### config.mk
export PLATFORM = sky130hd
export DESIGN_NAME = dag_dual
export DESIGN_NICKNAME = d
export VERILOG_FILES = /design/src/rtl/dag_pkg.sv /design/src/rtl/dag_circ.sv /design/src/rtl/dag_port.sv /design/src/rtl/dag_dual.sv
export SDC_FILE = /design/constraint.sdc
export NUM_CORES = 2
export LEC_CHECK = 0
export BUFFER_PORTS_ARGS = -buffer_cell sky130_fd_sc_hd__buf_4
export CELL_PAD_IN_SITES_DETAIL_PLACEMENT = 1
export CELL_PAD_IN_SITES_GLOBAL_PLACEMENT = 1
export CORE_MARGIN = 5
export CORE_UTILIZATION = 40
export CTS_CLUSTER_DIAMETER = 80
export DETAILED_ROUTE_END_ITERATION = 12
export HOLD_SLACK_MARGIN = 0.12
export PLACE_DENSITY = 0.67
export SKIP_CTS_REPAIR_TIMING = 1
export SYNTH_ARGS = -nofsm -noshare
export SYNTH_HDL_FRONTEND = slang
export SYNTH_HIERARCHICAL = 1
export SYNTH_SLANG_ARGS = --single-unit
### constraint.sdc
create_clock -name clk -period 29.7 [get_ports clk]
set_input_delay 4.455 -clock clk [delete_from_list [all_inputs] [get_ports clk]]
set_output_delay 4.455 -clock clk [all_outputs]
set_load 0.01 [all_outputs]
### src/rtl/dag_pkg.sv
package dag_pkg;
  // register kinds for the write port
  localparam logic [2:0] WK_IDX  = 3'd0;
  localparam logic [2:0] WK_MOD  = 3'd1;
  localparam logic [2:0] WK_LEN  = 3'd2;
  localparam logic [2:0] WK_BASE = 3'd3;
  localparam logic [2:0] WK_PTR  = 3'd4;
  // index-mode operations
  localparam logic [1:0] IX_HOLD = 2'd0;
  localparam logic [1:0] IX_MREG = 2'd1;
  localparam logic [1:0] IX_IMM  = 2'd2;
  // pointer-mode operations
  localparam logic [1:0] PT_OFFS    = 2'd0;
  localparam logic [1:0] PT_POSTINC = 2'd1;
  localparam logic [1:0] PT_PREDEC  = 2'd2;
endpackage

### src/rtl/dag_circ.sv
module dag_circ #(
  parameter int AW = 32
) (
  input  logic [AW-1:0] idx,
  input  logic [AW-1:0] modv,
  input  logic [AW-1:0] base,
  input  logic [AW-1:0] len,
  output logic [AW-1:0] nxt
);
  logic [AW-1:0] raw;
  logic [AW-1:0] lim;
  logic [AW-1:0] mag;

  always_comb begin
    raw = idx + modv;
    lim = base + len;
    mag = modv[AW-1] ? (~modv + 1'b1) : modv;
    if (len == '0)        nxt = raw;
    else if (raw >= lim)  nxt = raw - len;
    else if (raw < base)  nxt = raw + len;
    else                  nxt = raw;

    if (len != '0 && idx >= base && idx < lim && mag <= len)
      wrap_range_chk: assert (nxt >= base && nxt < lim);
  end
endmodule

### src/rtl/dag_port.sv
module dag_port
  import dag_pkg::*;
#(
  parameter int AW    = 32,
  parameter int NSET  = 4,
  parameter int NPTR  = 8,
  parameter int PSTEP = 4
) (
  input  logic                     cmd_valid,
  output logic                     cmd_ready,
  input  logic                     use_ptr,
  input  logic [$clog2(NPTR)-1:0]  num,
  input  logic [1:0]               op,
  input  logic [AW-1:0]            imm,
  output logic                     addr_valid,
  input  logic                     addr_ready,
  output logic [AW-1:0]            addr,
  input  logic [AW-1:0]            iregs [NSET],
  input  logic [AW-1:0]            mregs [NSET],
  input  logic [AW-1:0]            lregs [NSET],
  input  logic [AW-1:0]            bregs [NSET],
  input  logic [AW-1:0]            pregs [NPTR],
  output logic                     upd,
  output logic [AW-1:0]            nxt
);
  localparam int SW = $clog2(NSET);

  logic [SW-1:0] set;
  logic [AW-1:0] i_cur;
  logic [AW-1:0] p_cur;
  logic [AW-1:0] mod_val;
  logic [AW-1:0] circ_nxt;
  logic          want;

  assign set     = num[SW-1:0];
  assign i_cur   = iregs[set];
  assign p_cur   = pregs[num];
  assign mod_val = (op == IX_MREG) ? mregs[set] : imm;

  dag_circ #(.AW(AW)) u_circ (
    .idx (i_cur),
    .modv(mod_val),
    .base(bregs[set]),
    .len (lregs[set]),
    .nxt (circ_nxt)
  );

  always_comb begin
    if (use_ptr) begin
      case (op)
        PT_POSTINC: begin addr = p_cur;         nxt = p_cur + PSTEP; want = 1'b1; end
        PT_PREDEC:  begin addr = p_cur - PSTEP; nxt = p_cur - PSTEP; want = 1'b1; end
        default:    begin addr = p_cur + imm;   nxt = p_cur;         want = 1'b0; end
      endcase
    end else begin
      addr = i_cur;
      nxt  = circ_nxt;
      want = (op == IX_MREG) || (op == IX_IMM);
    end
  end

  assign cmd_ready  = addr_ready;
  assign addr_valid = cmd_valid;
  assign upd        = cmd_valid && addr_ready && want;
endmodule

### src/rtl/dag_dual.sv
module dag_dual
  import dag_pkg::*;
#(
  parameter int AW    = 32,
  parameter int NSET  = 4,
  parameter int NPTR  = 8,
  parameter int PSTEP = 4
) (
  input  logic          clk,
  input  logic          rst_n,
  input  logic          wr_en,
  input  logic [2:0]    wr_kind,
  input  logic [2:0]    wr_num,
  input  logic [31:0]   wr_data,
  input  logic          p0_cmd_valid,
  output logic          p0_cmd_ready,
  input  logic          p0_use_ptr,
  input  logic [2:0]    p0_num,
  input  logic [1:0]    p0_op,
  input  logic [31:0]   p0_imm,
  output logic          p0_addr_valid,
  input  logic          p0_addr_ready,
  output logic [31:0]   p0_addr,
  input  logic          p1_cmd_valid,
  output logic          p1_cmd_ready,
  input  logic          p1_use_ptr,
  input  logic [2:0]    p1_num,
  input  logic [1:0]    p1_op,
  input  logic [31:0]   p1_imm,
  output logic          p1_addr_valid,
  input  logic          p1_addr_ready,
  output logic [31:0]   p1_addr,
  output logic          clash
);
  localparam int NPORT = 2;
  localparam int SW    = $clog2(NSET);
  localparam int PW    = $clog2(NPTR);

  logic [AW-1:0] iregs [NSET];
  logic [AW-1:0] mregs [NSET];
  logic [AW-1:0] lregs [NSET];
  logic [AW-1:0] bregs [NSET];
  logic [AW-1:0] pregs [NPTR];

  logic          cv   [NPORT];
  logic          crdy [NPORT];
  logic          cptr [NPORT];
  logic [PW-1:0] cn   [NPORT];
  logic [1:0]    cop  [NPORT];
  logic [AW-1:0] cimm [NPORT];
  logic          av   [NPORT];
  logic          ardy [NPORT];
  logic [AW-1:0] ca   [NPORT];
  logic          upd  [NPORT];
  logic [AW-1:0] nxt  [NPORT];

  assign cv[0] = p0_cmd_valid;  assign cv[1] = p1_cmd_valid;
  assign cptr[0] = p0_use_ptr;  assign cptr[1] = p1_use_ptr;
  assign cn[0] = p0_num;        assign cn[1] = p1_num;
  assign cop[0] = p0_op;        assign cop[1] = p1_op;
  assign cimm[0] = p0_imm;      assign cimm[1] = p1_imm;
  assign ardy[0] = p0_addr_ready; assign ardy[1] = p1_addr_ready;
  assign p0_cmd_ready = crdy[0];  assign p1_cmd_ready = crdy[1];
  assign p0_addr_valid = av[0];   assign p1_addr_valid = av[1];
  assign p0_addr = ca[0];         assign p1_addr = ca[1];

  for (genvar g = 0; g < NPORT; g++) begin : g_port
    dag_port #(.AW(AW), .NSET(NSET), .NPTR(NPTR), .PSTEP(PSTEP)) u_port (
      .cmd_valid (cv[g]),
      .cmd_ready (crdy[g]),
      .use_ptr   (cptr[g]),
      .num       (cn[g]),
      .op        (cop[g]),
      .imm       (cimm[g]),
      .addr_valid(av[g]),
      .addr_ready(ardy[g]),
      .addr      (ca[g]),
      .iregs     (iregs),
      .mregs     (mregs),
      .lregs     (lregs),
      .bregs     (bregs),
      .pregs     (pregs),
      .upd       (upd[g]),
      .nxt       (nxt[g])
    );
  end

  // same target for both ports
  always_comb begin
    clash = upd[0] && upd[1] && (cptr[0] == cptr[1]) &&
            (cptr[0] ? (cn[0] == cn[1]) : (cn[0][SW-1:0] == cn[1][SW-1:0]));
  end

  // later assignments win: port 1, then port 0, then the write port
  always_ff @(posedge clk) begin
    if (!rst_n) begin
      for (int s = 0; s < NSET; s++) begin
        iregs[s] <= '0; mregs[s] <= '0; lregs[s] <= '0; bregs[s] <= '0;
      end
      for (int p = 0; p < NPTR; p++) pregs[p] <= '0;
    end else begin
      for (int k = NPORT-1; k >= 0; k--) begin
        if (upd[k]) begin
          if (cptr[k]) pregs[cn[k]] <= nxt[k];
          else         iregs[cn[k][SW-1:0]] <= nxt[k];
        end
      end
      if (wr_en) begin
        case (wr_kind)
          WK_IDX:  iregs[wr_num[SW-1:0]] <= wr_data;
          WK_MOD:  mregs[wr_num[SW-1:0]] <= wr_data;
          WK_LEN:  lregs[wr_num[SW-1:0]] <= wr_data;
          WK_BASE: bregs[wr_num[SW-1:0]] <= wr_data;
          WK_PTR:  pregs[wr_num]          <= wr_data;
          default: ;
        endcase
      end
    end
  end

  // ---------------- checking state ----------------
  logic          wr_hits_p0;
  logic          chk_v, chk_ptr, wq_v;
  logic [PW-1:0] chk_num, wq_num;
  logic [AW-1:0] chk_val, wq_data, chk_cur, wq_cur;
  logic [2:0]    wq_kind;

  assign wr_hits_p0 = wr_en &&
    ((wr_kind == WK_PTR && cptr[0] && wr_num == cn[0]) ||
     (wr_kind == WK_IDX && !cptr[0] && wr_num[SW-1:0] == cn[0][SW-1:0]));

  always_ff @(posedge clk) begin
    if (!rst_n) begin
      chk_v <= 1'b0; wq_v <= 1'b0;
      chk_ptr <= 1'b0; chk_num <= '0; chk_val <= '0;
      wq_kind <= '0; wq_num <= '0; wq_data <= '0;
    end else begin
      chk_v   <= upd[0] && !wr_hits_p0;
      chk_ptr <= cptr[0];
      chk_num <= cn[0];
      chk_val <= nxt[0];
      wq_v    <= wr_en && (wr_kind <= WK_PTR);
      wq_kind <= wr_kind;
      wq_num  <= wr_num;
      wq_data <= wr_data;
    end
  end

  always_comb begin
    chk_cur = chk_ptr ? pregs[chk_num] : iregs[chk_num[SW-1:0]];
    case (wq_kind)
      WK_IDX:  wq_cur = iregs[wq_num[SW-1:0]];
      WK_MOD:  wq_cur = mregs[wq_num[SW-1:0]];
      WK_LEN:  wq_cur = lregs[wq_num[SW-1:0]];
      WK_BASE: wq_cur = bregs[wq_num[SW-1:0]];
      default: wq_cur = pregs[wq_num];
    endcase
  end


  p0_wins_chk: assert property (@(posedge clk) disable iff (!rst_n)
    chk_v |-> chk_cur == chk_val);


  wr_load_chk: assert property (@(posedge clk) disable iff (!rst_n)
    wq_v |-> wq_cur == wq_data);


  postinc_chk: assert property (@(posedge clk) disable iff (!rst_n)
    (upd[0] && cptr[0] && cop[0] == PT_POSTINC && !wr_en)
      |=> pregs[$past(cn[0])] == $past(ca[0]) + PSTEP);


  predec_chk: assert property (@(posedge clk) disable iff (!rst_n)
    (upd[0] && cptr[0] && cop[0] == PT_PREDEC && !wr_en)
      |=> pregs[$past(cn[0])] == $past(ca[0]));
endmodule

Word level (Yosys, flattened, before mapping)
Index checks and enable logic that the tools add are counted.
{"block": "totals", "rom_bits": 0, "mem_bits_rw": 0, "elab_cells": 182, "latchBits": 0, "output_inout_bits": 69, "reg_bits": 768, "n_memories": 0}
{"block": "classes", "div": 0, "n_addsub": 14, "bitwise": 6, "muxes": 88, "shift": 0, "reduce_logical": 23, "eq_ne": 11, "magnitude_cmp": 16, "mul": 0}
{"cell": "$mux 256", "n": 8}
{"cell": "$mux 32", "n": 38}
{"cell": "$mux 128", "n": 8}
{"cell": "$bwmux 128", "n": 6}
{"cell": "$bwmux 256", "n": 3}
{"cell": "$bmux 32 s2", "n": 8}
{"cell": "$demux 32 s3", "n": 3}
{"cell": "$add 32x32->32", "n": 8}
{"cell": "$pmux 32 s2", "n": 4}
{"cell": "$bmux 32 s3", "n": 2}
{"cell": "$demux 32 s2", "n": 3}
{"cell": "$add 32x3->32 const B", "n": 2}
{"cell": "$ge 32x32->1", "n": 2}
{"cell": "$logic_not 32->1", "n": 2}
{"cell": "$lt 32x32->1", "n": 2}
{"cell": "$sub 32x3->32 const B", "n": 2}
{"cell": "$sub 32x32->32", "n": 2}
{"cell": "$logic_and 1x1->1", "n": 13}
{"cell": "$ge 4x4->1 const B", "n": 3}
{"cell": "$lt 4x1->1 const B", "n": 3}
{"cell": "$not 3->4", "n": 3}
{"cell": "$ge 3x3->1 const B", "n": 3}
{"cell": "$lt 3x1->1 const B", "n": 3}
{"cell": "$not 2->3", "n": 3}
{"cell": "13 further kinds", "n": 24}

Logic depth before layout (Yosys ltp)
{"block": "depth", "ltp_word": 22, "depth_mapped": 43, "ltp_nobuf": 32}

Cells and area by module
The synthesis kept the hierarchy.
{"mod": "dag_dual", "area_per_inst_um2": 34320.4, "cells_per_inst": 4024, "seq_area_each_um2": 15374.7, "n_inst": 1}
{"mod": "dag_circ", "area_per_inst_um2": 8567.0, "cells_per_inst": 1223, "seq_area_each_um2": 0.0, "n_inst": 2}
{"mod": "dag_port (g_port[1].u_port)", "area_per_inst_um2": 10825.4, "cells_per_inst": 1170, "seq_area_each_um2": 0.0, "n_inst": 1}
{"mod": "dag_port (g_port[0].u_port)", "area_per_inst_um2": 10742.8, "cells_per_inst": 1158, "seq_area_each_um2": 0.0, "n_inst": 1}

Least setup slack after synthesis
No wires, ideal clock.
{"block": "synth_timing", "path_type": "in2out", "startpoint": "in p0_num[1]", "endpoint": "out p0_addr[30]", "path_stages": 23, "path_buffers": 9, "path_slack_ns": 15.990, "arrival_ns": 9.255, "path_cell_list": "buf_6 -> buf_12 -> buf_8 -> buf_6 -> buf_4 -> buf_4 -> buf_4 -> clkbuf_1 -> clkbuf_1 -> mux4_2 -> nand2_1 -> nand2_1 -> ha_1 -> fa_1 -> a21o_1 -> a311o_1 -> a32oi_1 -> nor3_1 -> o21ai_0 -> nand3_1 -> a31oi_1 -> xor2_1 -> a221oi_1"}
{"block": "synth_between", "elab_chain_len": 7, "word_cells_on_any_way": 12, "cone_classes": "add/sub (2); mux (8); bitwise (2)"}
{"element": "start: declaration", "line": "dag_dual.sv:18", "source": "input logic [2:0] p0_num,"}
{"element": "$not 3->4 (implied by the code)", "line": "dag_port.sv:37", "source": "assign p_cur = pregs[num];"}
{"element": "$bmux 32 s3", "line": "dag_port.sv:37"}
{"element": "$mux 32 (implied by the code) (2 in series)", "line": "dag_port.sv:37"}
{"element": "$add 32x32->32 / $sub 32x3->32 (equally long branches)", "line": "dag_port.sv:53, dag_port.sv:52"}
{"element": "$pmux 32 s2", "line": "dag_port.sv:50", "source": "case (op)"}
{"element": "$mux 32 *", "line": "dag_port.sv:49", "source": "if (use_ptr) begin"}
{"element": "end: declaration", "line": "dag_dual.sv:23", "source": "output logic [31:0] p0_addr,"}
Every way passes the cells marked *; elsewhere a longest branch is shown, timed or not. The select of a mux whose other input is x is not followed.

==> qor.tcl <==
set qor(grt_setup_unrepaired) {false}
set qor(totalPowerFinal_w) 0.00320
set qor(via_count_of_the_first_global_routing_pass) 75817
set qor(finalSetupViolations) 0
set qor(cpPeakStageDelay_ps) 990
set qor(timing.critical_path.buf_inv) 6
set qor(worst_slew_pin_slew_ps) 1490
set qor(final_hold_viol_count) 0
set qor(crit_path_max_fanout) 65
set qor(cts_buffers) 87
set qor(synth_edf_count) 0
set qor(routed-via-count) 76858
set qor(synth.ff_latch_count) 768
set qor(layout.nets) 9094
set qor(cts_tree) {yes}
set qor(arrival_ps) 16300
set qor(peakVddDrop_uv) 40.8
set qor(initial_utilization_pct) 40.3
set qor(grt_max_degree) 249
set qor(critical-path-top-delay-family) {compound AO/OA/AOI/OAI gates}
set qor(post_drt_wl_per_cell_um) 35.8
set qor(synth_flop_cell) {sky130_fd_sc_hd__dfxtp_1}
set qor(cell_area_synth_um2) 73000
set qor(synth.yosys.warnings) 6
set qor(worst_skew_pair.late_latency_ps) 740
set qor(power-per-cell-area_nw_per_um2) 40.7
set qor(slowest_stage) {sky130_fd_sc_hd__o21ai_1}
set qor(cts_htree_levels) 3
set qor(drt-total-wl_um) 393000
set qor(critical_path.reg2reg.endpoint) {iregs[100]$_SDFF_PN0_}
set qor(grt.total_usage_pct) 39.2
set qor(proportion_of_layout_cells_with_a_drive_suffix_above_1_pct) 15.3
set qor(layout.cells.most_common) {sky130_fd_sc_hd__nand2_1}
set qor(critical_path.startpoint_type) {primary input}
set qor(fin_area_um2) 78600
set qor(buffers_from_clock_root_to_sink_at_most) 3
set qor(hold_path_startpoint) {mregs[108]$_SDFFE_PN0P_}
set qor(run_status) {complete, but fails checks}
set qor(failed_checks) {max-capacitance violations}
set qor(fin_setup_tns_ps) 0
set qor(cell_count_after_synthesis) 8798
set qor(fmaxAchievable_ghz) 0.0637
set qor(placed_area_um2) 75700
set qor(antenna_violating_nets_post_route) 0
set qor(fraction_of_registers_with_async_set_reset_pct) 0
set qor(max-slew-margin-rel_pct) 0.166
set qor(post-route-period-util_pct) 52.8
set qor(globalRouteOverflowTotal) 0
set qor(clock-skew-final_ps) 56.8
set qor(synth.distinct_cells) 122
set qor(min_path_type) {flip-flop to flip-flop}
set qor(cap_viol_max_count) 2
set qor(min_path_cells) 2
set qor(reg_to_reg_startpoint) {mregs[32]$_SDFFE_PN0P_}
set qor(cts_sinks) 768
set qor(place_hpwl_um) 281000
set qor(combined_area_of_the_multi_input_logic_cells_um2) 53500
set qor(die_w_um) 437
set qor(design.portCount) 190
set qor(drtPass1Iterations) 9
set qor(ff2ff_path_depth) 30
set qor(crit_required_ps) 30300
set qor(num_rows) 156
set qor(place_congestion) 0.991
set qor(cts.root.buffer_cell) {sky130_fd_sc_hd__clkbuf_16}
set qor(drcViolationCount) 0
set qor(setup.worst_path.class) {primary input to flip-flop}
set qor(die_area_um2) 191000
set qor(n_fill_cell) 21413
set qor(path_clk_slew_ps) 60
set qor(floorplan.core_area_um2) 181000
set qor(reg2reg_setup_slack_ps) 19990
set qor(seqCellArea_um2) 15400
set qor(detail_route.vias_per_cell) 7.00
set qor(die_h_um) 437
set qor(grt_pass1_wl_um) 551000
set qor(synthesis.area_per_instance_um2) 8.30
set qor(min_delay_worst_endpoint) {mregs[108]$_SDFFE_PN0P_}
set qor(numPortBuffers) 189
set qor(power.static_leakage_nw) 28.9
set qor(critical_path.startpoint) {p1_num[1]}
set qor(antenna_found_initial) 45
set qor(period_minus_slack_ps) 15690
set qor(setup.worst_path.end_class) {flip-flop}
set qor(syn2layout_area_growth_pct) 7.69
set qor(final_max_slew_viol_count) 0
set qor(yosysSeqAreaShare_pct) 21.1
set qor(net_count_after_synthesis) 9377
set qor(layout.cells.most_common_list) {1680 x sky130_fd_sc_hd__nand2_1, 768 x sky130_fd_sc_hd__dfxtp_1, 570 x sky130_fd_sc_hd__nor2_1, 444 x sky130_fd_sc_hd__ha_1, 371 x sky130_fd_sc_hd__mux4_2}
set qor(drt_iter0_markers) 9321
[cells by family after synthesis]
logic type | share of synthesized area [%]
and+or+nand+nor | 19.4
buffers and inverters | 6.08
muxes | 18.4
xor gates and xnor gates | 3.07
AOI/OAI and AO/OA | 24.0
DFF | 21.1
adders and majority gates | 7.95
[report_power, final]
group | total (W) | internal [W] | switching [W] | leakage [nW]
sequential | 0.00105 | 0.00104 | 0.0000118 | 6.19
clock | 0.00114 | 0.000636 | 0.000504 | 1.41
combinational | 0.00100 | 0.000316 | 0.000687 | 21.3
[registers in the layout, summed over array words and instances (netlist names)]
register	cells
lregs	128
mregs	128
pregs	256
bregs	128
iregs	128
[area by class of cell]
class / instances / area share (%)
diodes: 34 / 0.108
clock buffers: 125 / 3.16
clock inverters: 30 / 0.493
inverters: 283 / 1.35
multi-input cells: 7009 / 68.0
flip-flops and latches: 768 / 19.6
well taps: 2370 / 3.77
repair buffers: 366 / 3.56
[worst min-delay path: stages (launching register included)]
cell	delay, ps
sky130_fd_sc_hd__dfxtp_1	320
sky130_fd_sc_hd__nand2_1	50
sky130_fd_sc_hd__a21boi_1	50
[synth_stat cells, drive strengths merged, types with 28 or more instances]
cell	instances	area [µm²]
buf	269	1620
mux2	169	1920
o32ai	129	1130
nand4	48	300
nor4	44	345
and3	168	1050
nand2b	68	425
nand3	132	671
nand2	1682	6310
nor2	579	2180
o211ai	42	325
nor2b	58	365
o21ai	276	1400
xnor2	132	1160
a21oi	375	1880
dfxtp	768	15400
o21a	56	420
mux2i	290	2920
xor2	119	1040
a21o	184	1380
clkbuf	469	1760
mux4	381	8620
or2	39	246
a211oi	62	485
a22o	37	324
inv	279	1050
a21boi	393	2950
a31oi	80	500
o221ai	298	3360
a221oi	55	482
a22oi	30	225
ha	448	5610
and2	92	581
a221o	31	310
nor3	88	460
o21bai	28	210
[worst max-delay path by stage]
stage                           end  slack (ps)  cells after the start
5_1_grt        iregs[65]$_SDFF_PN0_       13680                     32
3_3_place_gp    iregs[1]$_SDFF_PN0_       13980                     32
6_report       iregs[97]$_SDFF_PN0_       14010                     32
4_1_cts                 p1_addr[27]       14320                     16
3_5_place_dp   iregs[65]$_SDFF_PN0_       13750                     32
2_1_floorplan           p0_addr[30]       15990                     23
[layer usage]
metal,vias up,GRT usage [%],wire length (µm)
met5,-,0.0756,460
met4,28,28.2,34200
met3,1439,15.0,50400
met2,4892,56.3,159000
met1,38573,48.0,149000
li1,31926,-,-
[through the flow]
| stage | hold slack, ps | cells | worst slack [ps] | util [%] |
|---|---|---|---|---|
| finish | 468 | 10985 | 14010 | 43.4 |
| global route | 487 | 10955 | 13680 | 43.4 |
| CTS | 469 | 10951 | 14320 | 43.4 |
| detailed placement | 461 | 10796 | 13750 | 41.8 |
| global placement | 449 | 10796 | 13980 | 41.8 |
| floorplan | 442 | 8798 | 15990 | - |
Note: power is estimated with default switching activity, not from simulation.
